`src/rtl/sched_seq_pkg.sv`:
```
// Shared types for the static schedule sequencer.
package sched_seq_pkg;
    typedef enum logic {
        OP_WAIT  = 1'b0,
        OP_START = 1'b1
    } sched_op_e;

    typedef enum logic {
        ST_IDLE = 1'b0,
        ST_RUN  = 1'b1
    } walk_state_e;
endpackage

```
`src/rtl/sched_done_capture.sv`:
```
// Per-task done capture.
// Tracks which tasks are running, keeps a sticky done flag per task, and
// flags a done pulse from a task that is not running.
// Assumes a task is not launched again in the same cycle its done arrives.
module sched_done_capture #(
    parameter int NT = 4
) (
    input  logic          clk,
    input  logic          rst_n,
    input  logic [NT-1:0] done_i,
    input  logic [NT-1:0] launch_i,
    input  logic [NT-1:0] consume_i,
    output logic [NT-1:0] flag_o,
    output logic          proto_err_o
);
    logic [NT-1:0] running_q;
    logic [NT-1:0] flag_q;
    logic [NT-1:0] good_done;
    logic [NT-1:0] bad_done;

    // Split each done pulse into accepted or rejected.
    always_comb begin
        good_done = done_i & running_q;
        bad_done  = done_i & ~running_q;
    end

    // Update the running set, the sticky flags and the error pulse.
    always_ff @(posedge clk) begin
        if (!rst_n) begin
            running_q   <= '0;
            flag_q      <= '0;
            proto_err_o <= 1'b0;
        end else begin
            running_q   <= (running_q & ~done_i) | launch_i;
            flag_q      <= (flag_q & ~consume_i) | good_done;
            proto_err_o <= |bad_done;
        end
    end

    assign flag_o = flag_q;

    for (genvar k = 0; k < NT; k++) begin : g_chk

        flag_src_chk: assert property (@(posedge clk) disable iff (!rst_n)
            $rose(flag_q[k]) |-> $past(running_q[k] && done_i[k]));
    end


    err_src_chk: assert property (@(posedge clk) disable iff (!rst_n)
        proto_err_o |-> $past(|done_i));
endmodule

```
`src/rtl/sched_table_walker.sv`:
```
// Walks the fixed schedule table one entry at a time.
// Start entries fire a one-cycle pulse. Wait entries stall until the task's
// sticky flag is present and then consume it.
// Assumes every task index in the table is below NT and one entry is last.
module sched_table_walker
    import sched_seq_pkg::*;
#(
    parameter int          NT    = 4,
    parameter int          DEPTH = 8,
    parameter int          IW    = 2,
    parameter int          EW    = IW + 2,
    parameter logic [DEPTH*EW-1:0] SCHED = '0
) (
    input  logic          clk,
    input  logic          rst_n,
    input  logic          run_req,
    input  logic          repeat_en,
    input  logic [NT-1:0] flag_i,
    output logic [NT-1:0] launch_o,
    output logic [NT-1:0] consume_o,
    output logic [NT-1:0] start_o,
    output logic          complete_o,
    output logic          busy_o
);
    localparam int PW = (DEPTH > 1) ? $clog2(DEPTH) : 1;

    walk_state_e   state_q;
    logic [PW-1:0] ptr_q;
    logic [EW-1:0] entry;
    logic [IW-1:0] idx;
    sched_op_e     op;
    logic          last;
    logic          avail;
    logic          step;

    // Decode the current entry and pick out its task's flag.
    always_comb begin
        entry = SCHED[ptr_q*EW +: EW];
        idx   = entry[IW-1:0];
        op    = sched_op_e'(entry[IW]);
        last  = entry[IW+1];
        avail = 1'b0;
        for (int k = 0; k < NT; k++) begin
            if (idx == IW'(k)) avail = flag_i[k];
        end
        step = (state_q == ST_RUN) && ((op == OP_START) || avail);
    end

    // One-hot launch and consume strobes for the indexed task.
    always_comb begin
        launch_o  = '0;
        consume_o = '0;
        for (int k = 0; k < NT; k++) begin
            if (state_q == ST_RUN && idx == IW'(k)) begin
                launch_o[k]  = (op == OP_START);
                consume_o[k] = (op == OP_WAIT) && avail;
            end
        end
    end

    // Entry pointer, state and registered pulses.
    always_ff @(posedge clk) begin
        if (!rst_n) begin
            state_q    <= ST_IDLE;
            ptr_q      <= '0;
            start_o    <= '0;
            complete_o <= 1'b0;
        end else begin
            start_o    <= launch_o;
            complete_o <= step && last;
            case (state_q)
                ST_IDLE: begin
                    if (run_req) begin
                        state_q <= ST_RUN;
                        ptr_q   <= '0;
                    end
                end
                default: begin
                    if (step) begin
                        if (last) begin
                            ptr_q <= '0;
                            if (!repeat_en) state_q <= ST_IDLE;
                        end else begin
                            ptr_q <= ptr_q + 1'b1;
                        end
                    end
                end
            endcase
        end
    end

    assign busy_o = (state_q == ST_RUN);


    wait_hold_chk: assert property (@(posedge clk) disable iff (!rst_n)
        (state_q == ST_RUN && op == OP_WAIT && !avail) |=>
        (state_q == ST_RUN && ptr_q == $past(ptr_q)));


    start_onehot_chk: assert property (@(posedge clk) disable iff (!rst_n)
        $onehot0(start_o));


    done_to_idle_chk: assert property (@(posedge clk) disable iff (!rst_n)
        (complete_o && !$past(repeat_en)) |-> (state_q == ST_IDLE));


    idle_quiet_chk: assert property (@(posedge clk) disable iff (!rst_n)
        (state_q == ST_IDLE && $past(state_q == ST_IDLE)) |-> (start_o == '0));
endmodule

```
`src/rtl/sched_seq.sv`:
```
// Static schedule sequencer top.
// Connects the table walker to the per-task done capture.
// Assumes done_i is synchronous to clk and each pulse is one cycle wide.
module sched_seq #(
    parameter int NT    = 4,
    parameter int DEPTH = 8,
    parameter int IW    = (NT > 1) ? $clog2(NT) : 1,
    parameter int EW    = IW + 2,
    parameter logic [DEPTH*EW-1:0] SCHED = 32'hB726_0154
) (
    input  logic          clk,
    input  logic          rst_n,
    input  logic          run_req,
    input  logic          repeat_en,
    input  logic [NT-1:0] done_i,
    output logic [NT-1:0] start_o,
    output logic          complete_o,
    output logic          busy_o,
    output logic          proto_err_o
);
    logic [NT-1:0] flag;
    logic [NT-1:0] launch;
    logic [NT-1:0] consume;

    sched_table_walker #(
        .NT(NT), .DEPTH(DEPTH), .IW(IW), .EW(EW), .SCHED(SCHED)
    ) walker_i (
        .clk(clk), .rst_n(rst_n), .run_req(run_req), .repeat_en(repeat_en),
        .flag_i(flag), .launch_o(launch), .consume_o(consume),
        .start_o(start_o), .complete_o(complete_o), .busy_o(busy_o)
    );

    sched_done_capture #(.NT(NT)) capture_i (
        .clk(clk), .rst_n(rst_n), .done_i(done_i), .launch_i(launch),
        .consume_i(consume), .flag_o(flag), .proto_err_o(proto_err_o)
    );
endmodule

```
`config.mk`:
```
export PLATFORM = sky130hd
export DESIGN_NAME = sched_seq
export DESIGN_NICKNAME = d
export VERILOG_FILES = /design/src/rtl/sched_seq_pkg.sv /design/src/rtl/sched_done_capture.sv /design/src/rtl/sched_table_walker.sv /design/src/rtl/sched_seq.sv
export SDC_FILE = /design/constraint.sdc
export NUM_CORES = 1
export LEC_CHECK = 0
export BUFFER_PORTS_ARGS = -buffer_cell sky130_fd_sc_hd__buf_2
export CORE_UTILIZATION = 35
export CTS_CLUSTER_SIZE = 28
export DETAILED_ROUTE_END_ITERATION = 6
export SETUP_SLACK_MARGIN = 0.05
export SYNTH_ARGS = -nofsm -noshare
export SYNTH_HDL_FRONTEND = slang
export SYNTH_SLANG_ARGS = --single-unit
```
`constraint.sdc`:
```
create_clock -name clk -period 1.55 [get_ports clk]
set_input_delay 0.31 -clock clk [delete_from_list [all_inputs] [get_ports clk]]
set_output_delay 0.31 -clock clk [all_outputs]
set_load 0.1 [all_outputs]
```
==> reports/results.ini, run 1 <==
[grt]
grt_use_total_pct=13.1
grt_first_pass_wirelength_mm=2.40
antenna_found_initial=0
grt_max_degree=16
grt_pass1_vias=569
grt_overflow=0

[logic_synthesis]
synthCells=78
seq_area_frac_synth_pct=47.1
synth.distinct_cells=31
synth_area_um2=766
ys.warnings.count=0
synth_seq_cells=18
synth_nets=88
synth_area_per_cell_um2=9.82

[finish]
n_antenna_cell=0
drive_gt1_share_pct=33.3
fin_nets=107
num-fill-cells=223
areaGrowthSynthToFinish_pct=20.3
final-seq-area_um2=362
multi_input_area_um2=368
utilization_pct=46.0

[sta]
hold_ws_ps=275
post-route-period-util_pct=91.6
period_minus_slack_ps=1420
fmax_mhz=704
finClkSkew_ps=7.56
grt_setup_unrepaired=no
setup_violations=0
hold_viol=0
slew_viol_final=0
relSlewSlack_pct=67.6
timing.setup.tns_ps=0
max_slew.worst_pin.slew_ps=490

[placement]
gp_congestion=0.770
io_buffer_count=14
hpwlAfterDp_mm=1.09

[die]
die_x_um=48.8
start_util_pct=38.2
die_area_um2=2380
io_pins=15
die_y_um=48.8
fp.coreArea_um2=2000
row_count=16

[cts]
clk_latency_ps=290
cts_buffer_depth=2
hold_buffers=0
clk_pin_slew_ps=110
cts_tree=done
cts_root_buf=clkbuf_4
htreeDepth=1
postCtsSetupBuffers=0
numCtsBuffers=3
cts.sinks=18

[routing]
drc_errors=0
first_pass_iters=4
avgRoutedWirePerCell_um=11.7
drt-initial-drc-count=11
vias_per_cell=5.05
routed_wirelength_mm=1.44
num_vias=621
ant_nets=0

[critical_path]
end_kind=flip-flop
slowest_delay_ps=360
critPathTopFamily=compound AO/OA/AOI/OAI gates
cp_cell_sequence=ha_4 -> mux2_4 -> o221a_2 -> o32ai_1
startpoint_type=flip-flop
slowest_stage=dfxtp_1
cp.required_ps=1750
crit_type=flip-flop to flip-flop
crit_buf_inv=0
arrival_ps=1620
crit_fanout=3

[power_and_ir_drop]
p_leak_nw=0.369
power.total_mw=0.911
ir_drop_uv=604
cellPowerDensity_nw_per_um2=989

[worst_hold_path]
hold_path_class=input pin to flip-flop

[outcome]
outcome=finished clean

[flow_run]
max_cap_violations=0

==> per-stage QoR <==
| stage | setup WS, ps | area (um^2) | instances |
|---|---|---|---|
| 6_report | 129 | 921 | 123 |
| 5_1_grt | 83.9 | 921 | 123 |
| 4_1_cts | 56.9 | 906 | 123 |
| 3_5_place_dp | 99.9 | 870 | 119 |
| 3_3_place_gp | 161 | 870 | 119 |
| 2_1_floorplan | 109 | 767 | 78 |
==> layout by cell type, fill, tap and decap left out, types with 2 or more instances in the layout <==
| master | count |
|---|---|
| nand3_1 | 2 |
| a21boi_0 | 2 |
| nor4_1 | 2 |
| mux2_4 | 2 |
| nor2b_1 | 2 |
| o22ai_1 | 4 |
| o32ai_1 | 2 |
| inv_1 | 7 |
| dfxtp_1 | 17 |
| buf_2 | 13 |
| buf_4 | 3 |
| o21ai_0 | 3 |
| a31o_2 | 3 |
| clkbuf_4 | 4 |
| a22oi_1 | 2 |
| o21a_1 | 2 |
| nor2_1 | 2 |
| nand2_1 | 8 |
==> per-layer routing <==
layer	global-route usage, %	up-vias	wire length [um]
met5	0	-	0
met2	21.1	10	691
met4	7.35	0	14
met1	16.8	294	684
met3	1.87	2	45
li1	-	315	-
==> flip-flops by register name (all words and copies together), names as in the netlist <==
name and flops:
capture_i.running_q 4, walker_i.busy_o 1, capture_i.flag_o 4, walker_i.ptr_q 3, walker_i.start_o 4, walker_i.complete_o 1, capture_i.proto_err_o 1
==> cell type report <==
class / count / share of cell area [%]
sequential: 18 / 39.3
tap: 27 / 3.67
timing repair buffer: 17 / 10.3
multi-input combinational: 50 / 39.9
clock buffer: 4 / 3.94
inverter: 7 / 2.85
==> synth_stat cells (all sizes together) <==
master / number / area, um^2
nand2b: 1 / 6.26
o311a: 1 / 10.0
dfxtp: 18 / 360
nand2: 9 / 36.3
o21a: 2 / 15.0
a22oi: 2 / 15.0
nand3b: 1 / 7.51
inv: 7 / 26.3
o22ai: 4 / 25.0
mux2: 2 / 30.0
nor4: 2 / 12.5
o21ai: 3 / 15.0
nor3b: 1 / 7.51
nand4: 1 / 6.26
and2: 1 / 6.26
ha: 2 / 25.0
o221ai: 1 / 15.0
buf: 3 / 23.8
a21boi: 2 / 15.0
o32ai: 2 / 17.5
o221a: 1 / 11.3
nor2b: 2 / 12.5
or2: 1 / 6.26
and2b: 1 / 7.51
nand3: 2 / 10.0
a31o: 3 / 26.3
nand4b: 1 / 8.76
nor2: 2 / 7.51
==> cell families (layout without fill, tap and decap cells) <==
| kind of cell | Yosys count | in the layout | synth area share, % |
|---|---|---|---|
| adders and majority gates | 2 | 2 | 3.27 |
| and+or+nand+nor | 25 | 25 | 17.7 |
| muxes | 2 | 2 | 3.92 |
| AOI/OAI and AO/OA | 21 | 21 | 21.6 |
| DFF | 18 | 18 | 47.1 |
| buffers and inverters | 10 | 28 | 6.54 |
==> final timing paths <==
path | from | to | slack (ps) | cells after the start
worst max-delay path | walker_i.ptr_q[0] | walker_i.ptr_q[0] | 130 | 4
worst min-delay path | repeat_en | walker_i.busy_o | 280 | 2
worst max register to register | walker_i.ptr_q[0] | walker_i.ptr_q[0] | 130 | 4
worst min register to register | capture_i.running_q[0] | capture_i.flag_o[0] | 490 | 2
==> where the power goes <==
part	leakage, nW	internal [mW]	switching (mW)
sequential	0.147	0.477	0.0120
combinational	0.201	0.0463	0.0864
clock	0.0210	0.143	0.146
total	0.369	0.667	0.244
==> what timing repair did <==
item                       in CTS  in global routing
resized for setup               0                  2
setup endpoints to repair       0                  2
hold endpoints to repair        0                  0
Power figures use the tool's default switching activity.
==> inputs of run 2 (changes only) <==
CELL_PAD_IN_SITES_DETAIL_PLACEMENT = 1   (was unset)
CELL_PAD_IN_SITES_GLOBAL_PLACEMENT = 2   (was unset)
CORE_UTILIZATION = 32   (was 35)
PLACE_DENSITY_LB_ADDON = 0.1   (was unset)
==> run 2 against run 1 <==
  * Sequential share of layout area down 0.26 points
  * Power decreased by 6.4%
  * Design area increased by 0.68%
  * First-iteration DRC count is 100% lower
  * Sequential cell count did not move
  * Die area grew 9.0%
  * Sequential power hardly changed
==> reports/results.ini, run 2 (same netlist as run 1, synthesis figures left out) <==
[power_and_ir_drop]
p_seq_share_pct=57.4  ; was 53.7%
p_leak_nw=0.368  ; was 0.369 nW
power_frac_comb_pct=16.2  ; was 14.6%
ir_drop_uv=411  ; was 604 uV
power_frac_clock_pct=26.4  ; was 31.7%
p_switching_mw=0.236  ; was 0.244 mW
cellPowerDensity_nw_per_um2=919  ; was 989 nW/um^2
power.total_mw=0.852  ; was 0.911 mW
switching_share_pct=27.7  ; was 26.8%
internal-power_mw=0.616  ; was 0.667 mW

[sta]
setup_violations=0  ; unchanged
period_minus_slack_ps=1470  ; was 1420 ps
relSlewSlack_pct=67.6  ; about the same
slew_viol_final=0  ; unchanged
setup_ws_ps=83.5  ; was 129 ps
timing.setup.tns_ps=0  ; unchanged
grt_setup_unrepaired=no  ; unchanged
finClkSkew_ps=6.47  ; was 7.56 ps
hold_viol=0  ; unchanged
max_slew.worst_pin.slew_ps=490  ; about the same
post-route-period-util_pct=94.6  ; was 91.6%
fmax_mhz=682  ; was 704 MHz

[cts]
hold_buffers=0  ; unchanged
numCtsBuffers=3  ; unchanged
clk_pin_slew_ps=100  ; was 110 ps
cts.sinks=18  ; unchanged
postCtsSetupBuffers=0  ; unchanged
htreeDepth=1  ; unchanged
cts_buffer_depth=2  ; unchanged
cts_root_buf=clkbuf_4  ; unchanged
cts_tree=done  ; unchanged
clk_latency_ps=290  ; about the same

[finish]
multi_input_area_um2=379  ; was 368 um^2
layout_common_cells=dfxtp_1, buf_2, nand2_1  ; unchanged
final-seq-area_um2=362  ; unchanged
final_common_cell=dfxtp_1  ; unchanged
num-fill-cells=279  ; was 223
drive_gt1_share_pct=33.3  ; unchanged
n_antenna_cell=0  ; unchanged
fin_nets=108  ; was 107
areaGrowthSynthToFinish_pct=21.1  ; was 20.3%

[placement]
io_buffer_count=14  ; unchanged
dp_slack_ps=84.3  ; was 99.9 ps
gp_congestion=0.801  ; was 0.770
hpwlAfterDp_mm=1.24  ; was 1.09 mm

[flow_run]
max_cap_violations=0  ; unchanged

[critical_path]
slowest_stage=dfxtp_1  ; unchanged
crit_fanout=3  ; unchanged
crit_type=flip-flop to flip-flop  ; unchanged
startpoint_type=flip-flop  ; unchanged
ff2ff_setup_slack_ps=80  ; was 130 ps
cp_cell_sequence=ha_4 -> mux2_4 -> o221a_2 -> o32ai_1  ; unchanged
crit_start=walker_i.ptr_q[0]  ; unchanged
r2r_start=walker_i.ptr_q[0]  ; unchanged
slowest_delay_ps=350  ; was 360 ps
arrival_ps=1660  ; was 1620 ps
timing.rr.end=walker_i.ptr_q[1]  ; was walker_i.ptr_q[0]
rr_worst_depth=4  ; unchanged
end_kind=flip-flop  ; unchanged
cp.required_ps=1740  ; was 1750 ps
cp-endpoint=walker_i.ptr_q[1]  ; was walker_i.ptr_q[0]

[die]
row_count=17  ; was 16
die_area_um2=2590  ; was 2380 um^2
die_y_um=50.9  ; was 48.8 um
start_util_pct=34.3  ; was 38.2%
io_pins=15  ; unchanged
die_x_um=50.9  ; was 48.8 um
fp.coreArea_um2=2230  ; was 2000 um^2

[routing]
ant_nets=0  ; unchanged
first_pass_iters=1  ; was 4
drt-initial-drc-count=0  ; was 11
routed_wirelength_mm=1.66  ; was 1.44 mm
avgRoutedWirePerCell_um=13.4  ; was 11.7 um
vias_per_cell=5.01  ; was 5.05
drc_errors=0  ; unchanged
num_vias=621  ; unchanged

[grt]
grt_pass1_vias=623  ; was 569
grt_use_total_pct=14.7  ; was 13.1%
grt_first_pass_wirelength_mm=2.79  ; was 2.40 mm
grt_max_degree=12  ; was 16
grt_overflow=0  ; unchanged
antenna_found_initial=0  ; unchanged

[worst_hold_path]
hold_path_class=input pin to flip-flop  ; unchanged

[outcome]
outcome=finished clean  ; unchanged

## run 2: critical path, delay by kind of cell (launching register included)
family          cells  cell delay, ps
flops               1             350
mux                 1             330
compound gates      2             400
fa+ha+maj           1             280
## run 2: repair_timing
| action | CTS | global route |
|---|---|---|
| setup endpoints to repair | 0 | 5 |
| resized for setup | 0 | 3 |
| endpoints found under the hold margin | 0 | 0 |
## run 2: worst min path at each step
stage	start	end	slack [ps]	depth (start not counted)
floorplan	capture_i.running_q[2]	capture_i.flag_o[2]	450	2
global placement	capture_i.flag_o[2]	capture_i.flag_o[2]	470	2
detailed placement	capture_i.flag_o[2]	capture_i.flag_o[2]	490	2
CTS	repeat_en	walker_i.busy_o	280	2
global route	done_i[2]	capture_i.flag_o[2]	300	3
finish	repeat_en	walker_i.busy_o	280	2
## run 2: power groups by stage
stage | Combinational (mW) | Clock, mW | Sequential, mW
floorplan | 0.0511 | 0 | 0.542
global placement | 0.132 | 0 | 0.499
detailed placement | 0.133 | 0 | 0.499
CTS | 0.133 | 0.235 | 0.488
global route | 0.148 | 0.253 | 0.492
finish | 0.138 | 0.225 | 0.489
## run 2: area by class of cell
class	count	share of cell area, %
Inverter	7	2.83
Multi-Input combinational cell	50	40.9
Clock buffer	3	2.43
Tap cell	28	3.78
Timing Repair Buffer	18	11.1
Sequential cell	18	39.0
## run 2: through the flow
step | area, um^2 | cells | utilization [%] | hold slack, ps
6_report | 927 | 124 | 41.5 | 281
5_1_grt | 927 | 124 | 41.5 | 300
4_1_cts | 901 | 124 | 40.3 | 276
3_5_place_dp | 878 | 121 | 39.3 | 488
3_3_place_gp | 878 | 121 | 39.3 | 468
2_1_floorplan | 767 | 78 | - | 455
## run 2: per-layer routing
metal / global-route usage [%] / wire, um / part of all wire [%]
met1: 18.6 / 782 / 47
met4: 2.78 / 10 / 0.60
met5: 0 / 0 / 0
met2: 23.7 / 809 / 49
met3: 5.36 / 55 / 3.3
==> inputs of run 3 (changes only) <==
clock period = 1.46 ns   (was 1.55 ns; I/O delays follow)
==> run 3 against run 2 <==
  * Hold slack worse by 26 ps
  * Design area is 5.5% higher
  * Sequential cell count unchanged
  * Maximum frequency up 6.4%
  * Die area unchanged
  * Clock-buffer cell count grew 1
  * Final cell count rose by 0.81%
  * Largest cell class unchanged
  * Largest power group unchanged
==> reports/results.ini, run 3 (same netlist as run 1, synthesis figures left out) <==
[routing]
avgRoutedWirePerCell_um=14.1  ; was 13.4 um
vias_per_cell=5.01  ; about the same
num_vias=626  ; was 621
drt-initial-drc-count=4  ; was 0
ant_nets=0  ; unchanged
first_pass_iters=2  ; was 1
routed_wirelength_mm=1.77  ; was 1.66 mm
drc_errors=0  ; unchanged

[cts]
clk_latency_ps=290  ; about the same
clk_pin_slew_ps=110  ; was 100 ps
htreeDepth=1  ; unchanged
cts_root_buf=clkbuf_4  ; unchanged
cts_tree=done  ; unchanged
cts_buffer_depth=2  ; unchanged
numCtsBuffers=3  ; unchanged
cts.sinks=18  ; unchanged

[grt]
antenna_found_initial=0  ; unchanged
top_usage_layer=met2  ; unchanged
grt_max_degree=12  ; unchanged
grt_pass1_vias=680  ; was 623
met1_usage_pct=21.8  ; was 18.6%
grt_first_pass_wirelength_mm=3.19  ; was 2.79 mm
grt_overflow=0  ; unchanged
grtUsageMet2_pct=27.0  ; was 23.7%
grtUsageMet3_pct=3.57  ; was 5.36%
grt_use_total_pct=16.8  ; was 14.7%

[finish]
n_antenna_cell=0  ; unchanged
fin_nets=108  ; unchanged
areaGrowthSynthToFinish_pct=27.8  ; was 21.1%
layoutNonFillerInstCount=125  ; was 124
drive_gt1_share_pct=38.1  ; was 33.3%
layout_common_cells=dfxtp_1, buf_2, nand2_1  ; unchanged
utilization_pct=43.8  ; was 41.5%
final_common_cell=dfxtp_1  ; unchanged

[die]
start_util_pct=34.3  ; unchanged
die_area_um2=2590  ; unchanged
die_y_um=50.9  ; unchanged
row_count=17  ; unchanged
die_x_um=50.9  ; unchanged
io_pins=15  ; unchanged
fp.coreArea_um2=2230  ; unchanged

[power_and_ir_drop]
power_frac_comb_pct=16.0  ; was 16.2%
p_seq_share_pct=52.7  ; was 57.4%
internal-power_mw=0.720  ; was 0.616 mW
p_leak_nw=0.385  ; was 0.368 nW
p_switching_mw=0.270  ; was 0.236 mW
cellPowerDensity_nw_per_um2=1010  ; was 919 nW/um^2
power_frac_clock_pct=31.3  ; was 26.4%
ir_drop_uv=575  ; was 411 uV
switching_share_pct=27.3  ; was 27.7%
power.total_mw=0.990  ; was 0.852 mW

[critical_path]
startpoint_type=flip-flop  ; unchanged
rr_worst_depth=4  ; unchanged
crit_type=flip-flop to flip-flop  ; unchanged
slowest_delay_ps=350  ; about the same
crit_fanout=3  ; unchanged
end_kind=flip-flop  ; unchanged
arrival_ps=1580  ; was 1660 ps
slowest_stage=dfxtp_2  ; was dfxtp_1
cp.required_ps=1660  ; was 1740 ps
cp_cell_sequence=ha_4 -> mux2_4 -> o221a_4 -> o32ai_1  ; was ha_4 -> mux2_4 -> o221a_2 -> o32ai_1

[worst_hold_path]
whs_path_depth=2  ; unchanged
hold_path_class=input pin to flip-flop  ; unchanged

[placement]
hpwlAfterDp_mm=1.37  ; was 1.24 mm
dp.cells=120  ; was 121
gp_congestion=0.763  ; was 0.801
io_buffer_count=14  ; unchanged

[sta]
relSlewSlack_pct=67.6  ; about the same
grt_setup_unrepaired=yes  ; was no
finClkSkew_ps=5.75  ; was 6.47 ps
timing.setup.tns_ps=0  ; unchanged
setup_violations=0  ; unchanged
hold_ws_ps=256  ; was 281 ps
fmax_mhz=726  ; was 682 MHz
max_slew.worst_pin.slew_ps=489  ; was 490 ps
slew_viol_final=0  ; unchanged
post-route-period-util_pct=94.4  ; was 94.6%
period_minus_slack_ps=1380  ; was 1470 ps
hold_viol=0  ; unchanged

[flow_run]
max_cap_violations=0  ; unchanged

[outcome]
outcome=finished clean  ; unchanged

run 3: changes by cell type in the layout (fill, tap and decap cells not counted), sizes merged:
cell	delta
buf	+1
run 3: worst paths after layout:
path | startpoint | end | slack [ps]
max | walker_i.ptr_q[1] | walker_i.ptr_q[1] | 80
min | repeat_en | walker_i.busy_o | 260
max reg2reg | walker_i.ptr_q[1] | walker_i.ptr_q[1] | 80
min reg2reg | capture_i.running_q[0] | capture_i.flag_o[0] | 490
run 3: through the flow:
| stage | instance area (um^2) | setup WS (ps) |
|---|---|---|
| finish | 978 | 82.0 |
| CTS | 965 | 64.5 |
| floorplan | 779 | 51.5 |
| detailed placement | 898 | 22.4 |
| global placement | 898 | 79.8 |
| global route | 978 | 45.8 |
run 3: timing repair:
| item | CTS | global route |
|---|---|---|
| endpoints found under the setup margin | 4 | 4 |
| endpoints found under the hold margin | 0 | 0 |
| buffers inserted | 1 | 0 |
| gates resized for setup | 4 | 2 |
| hold buffers | 0 | 0 |
| pin swaps | 1 | 2 |
run 3: power groups by stage:
stage | Sequential (mW) | Clock [mW] | Combinational [mW]
floorplan | 0.577 | 0 | 0.0571
global placement | 0.532 | 0 | 0.145
detailed placement | 0.532 | 0 | 0.148
CTS | 0.521 | 0.320 | 0.155
global route | 0.524 | 0.347 | 0.169
finish | 0.521 | 0.310 | 0.159
run 3: worst max-delay path, delay by kind of cell (launching register included):
| family | cells | cell delay [ps] |
|---|---|---|
| flops | 1 | 350 |
| compound gates | 2 | 340 |
| mux | 1 | 330 |
| fa+ha+maj | 1 | 270 |
run 3: final cells by class:
| class | count | area, um^2 |
|---|---|---|
| Multi-Input combinational cell | 50 | 402 |
| Fill cell | 275 | 1250 |
| Clock buffer | 4 | 36.3 |
| Inverter | 7 | 26.3 |
| Timing Repair Buffer | 18 | 115 |
| Tap cell | 28 | 35.0 |
| Sequential cell | 18 | 364 |
run 3: layer usage:
| metal | up-vias | wire (um) |
|---|---|---|
| met5 | - | 0 |
| met4 | 0 | 9 |
| met3 | 2 | 33 |
| met2 | 8 | 860 |
| li1 | 320 | - |
| met1 | 296 | 862 |
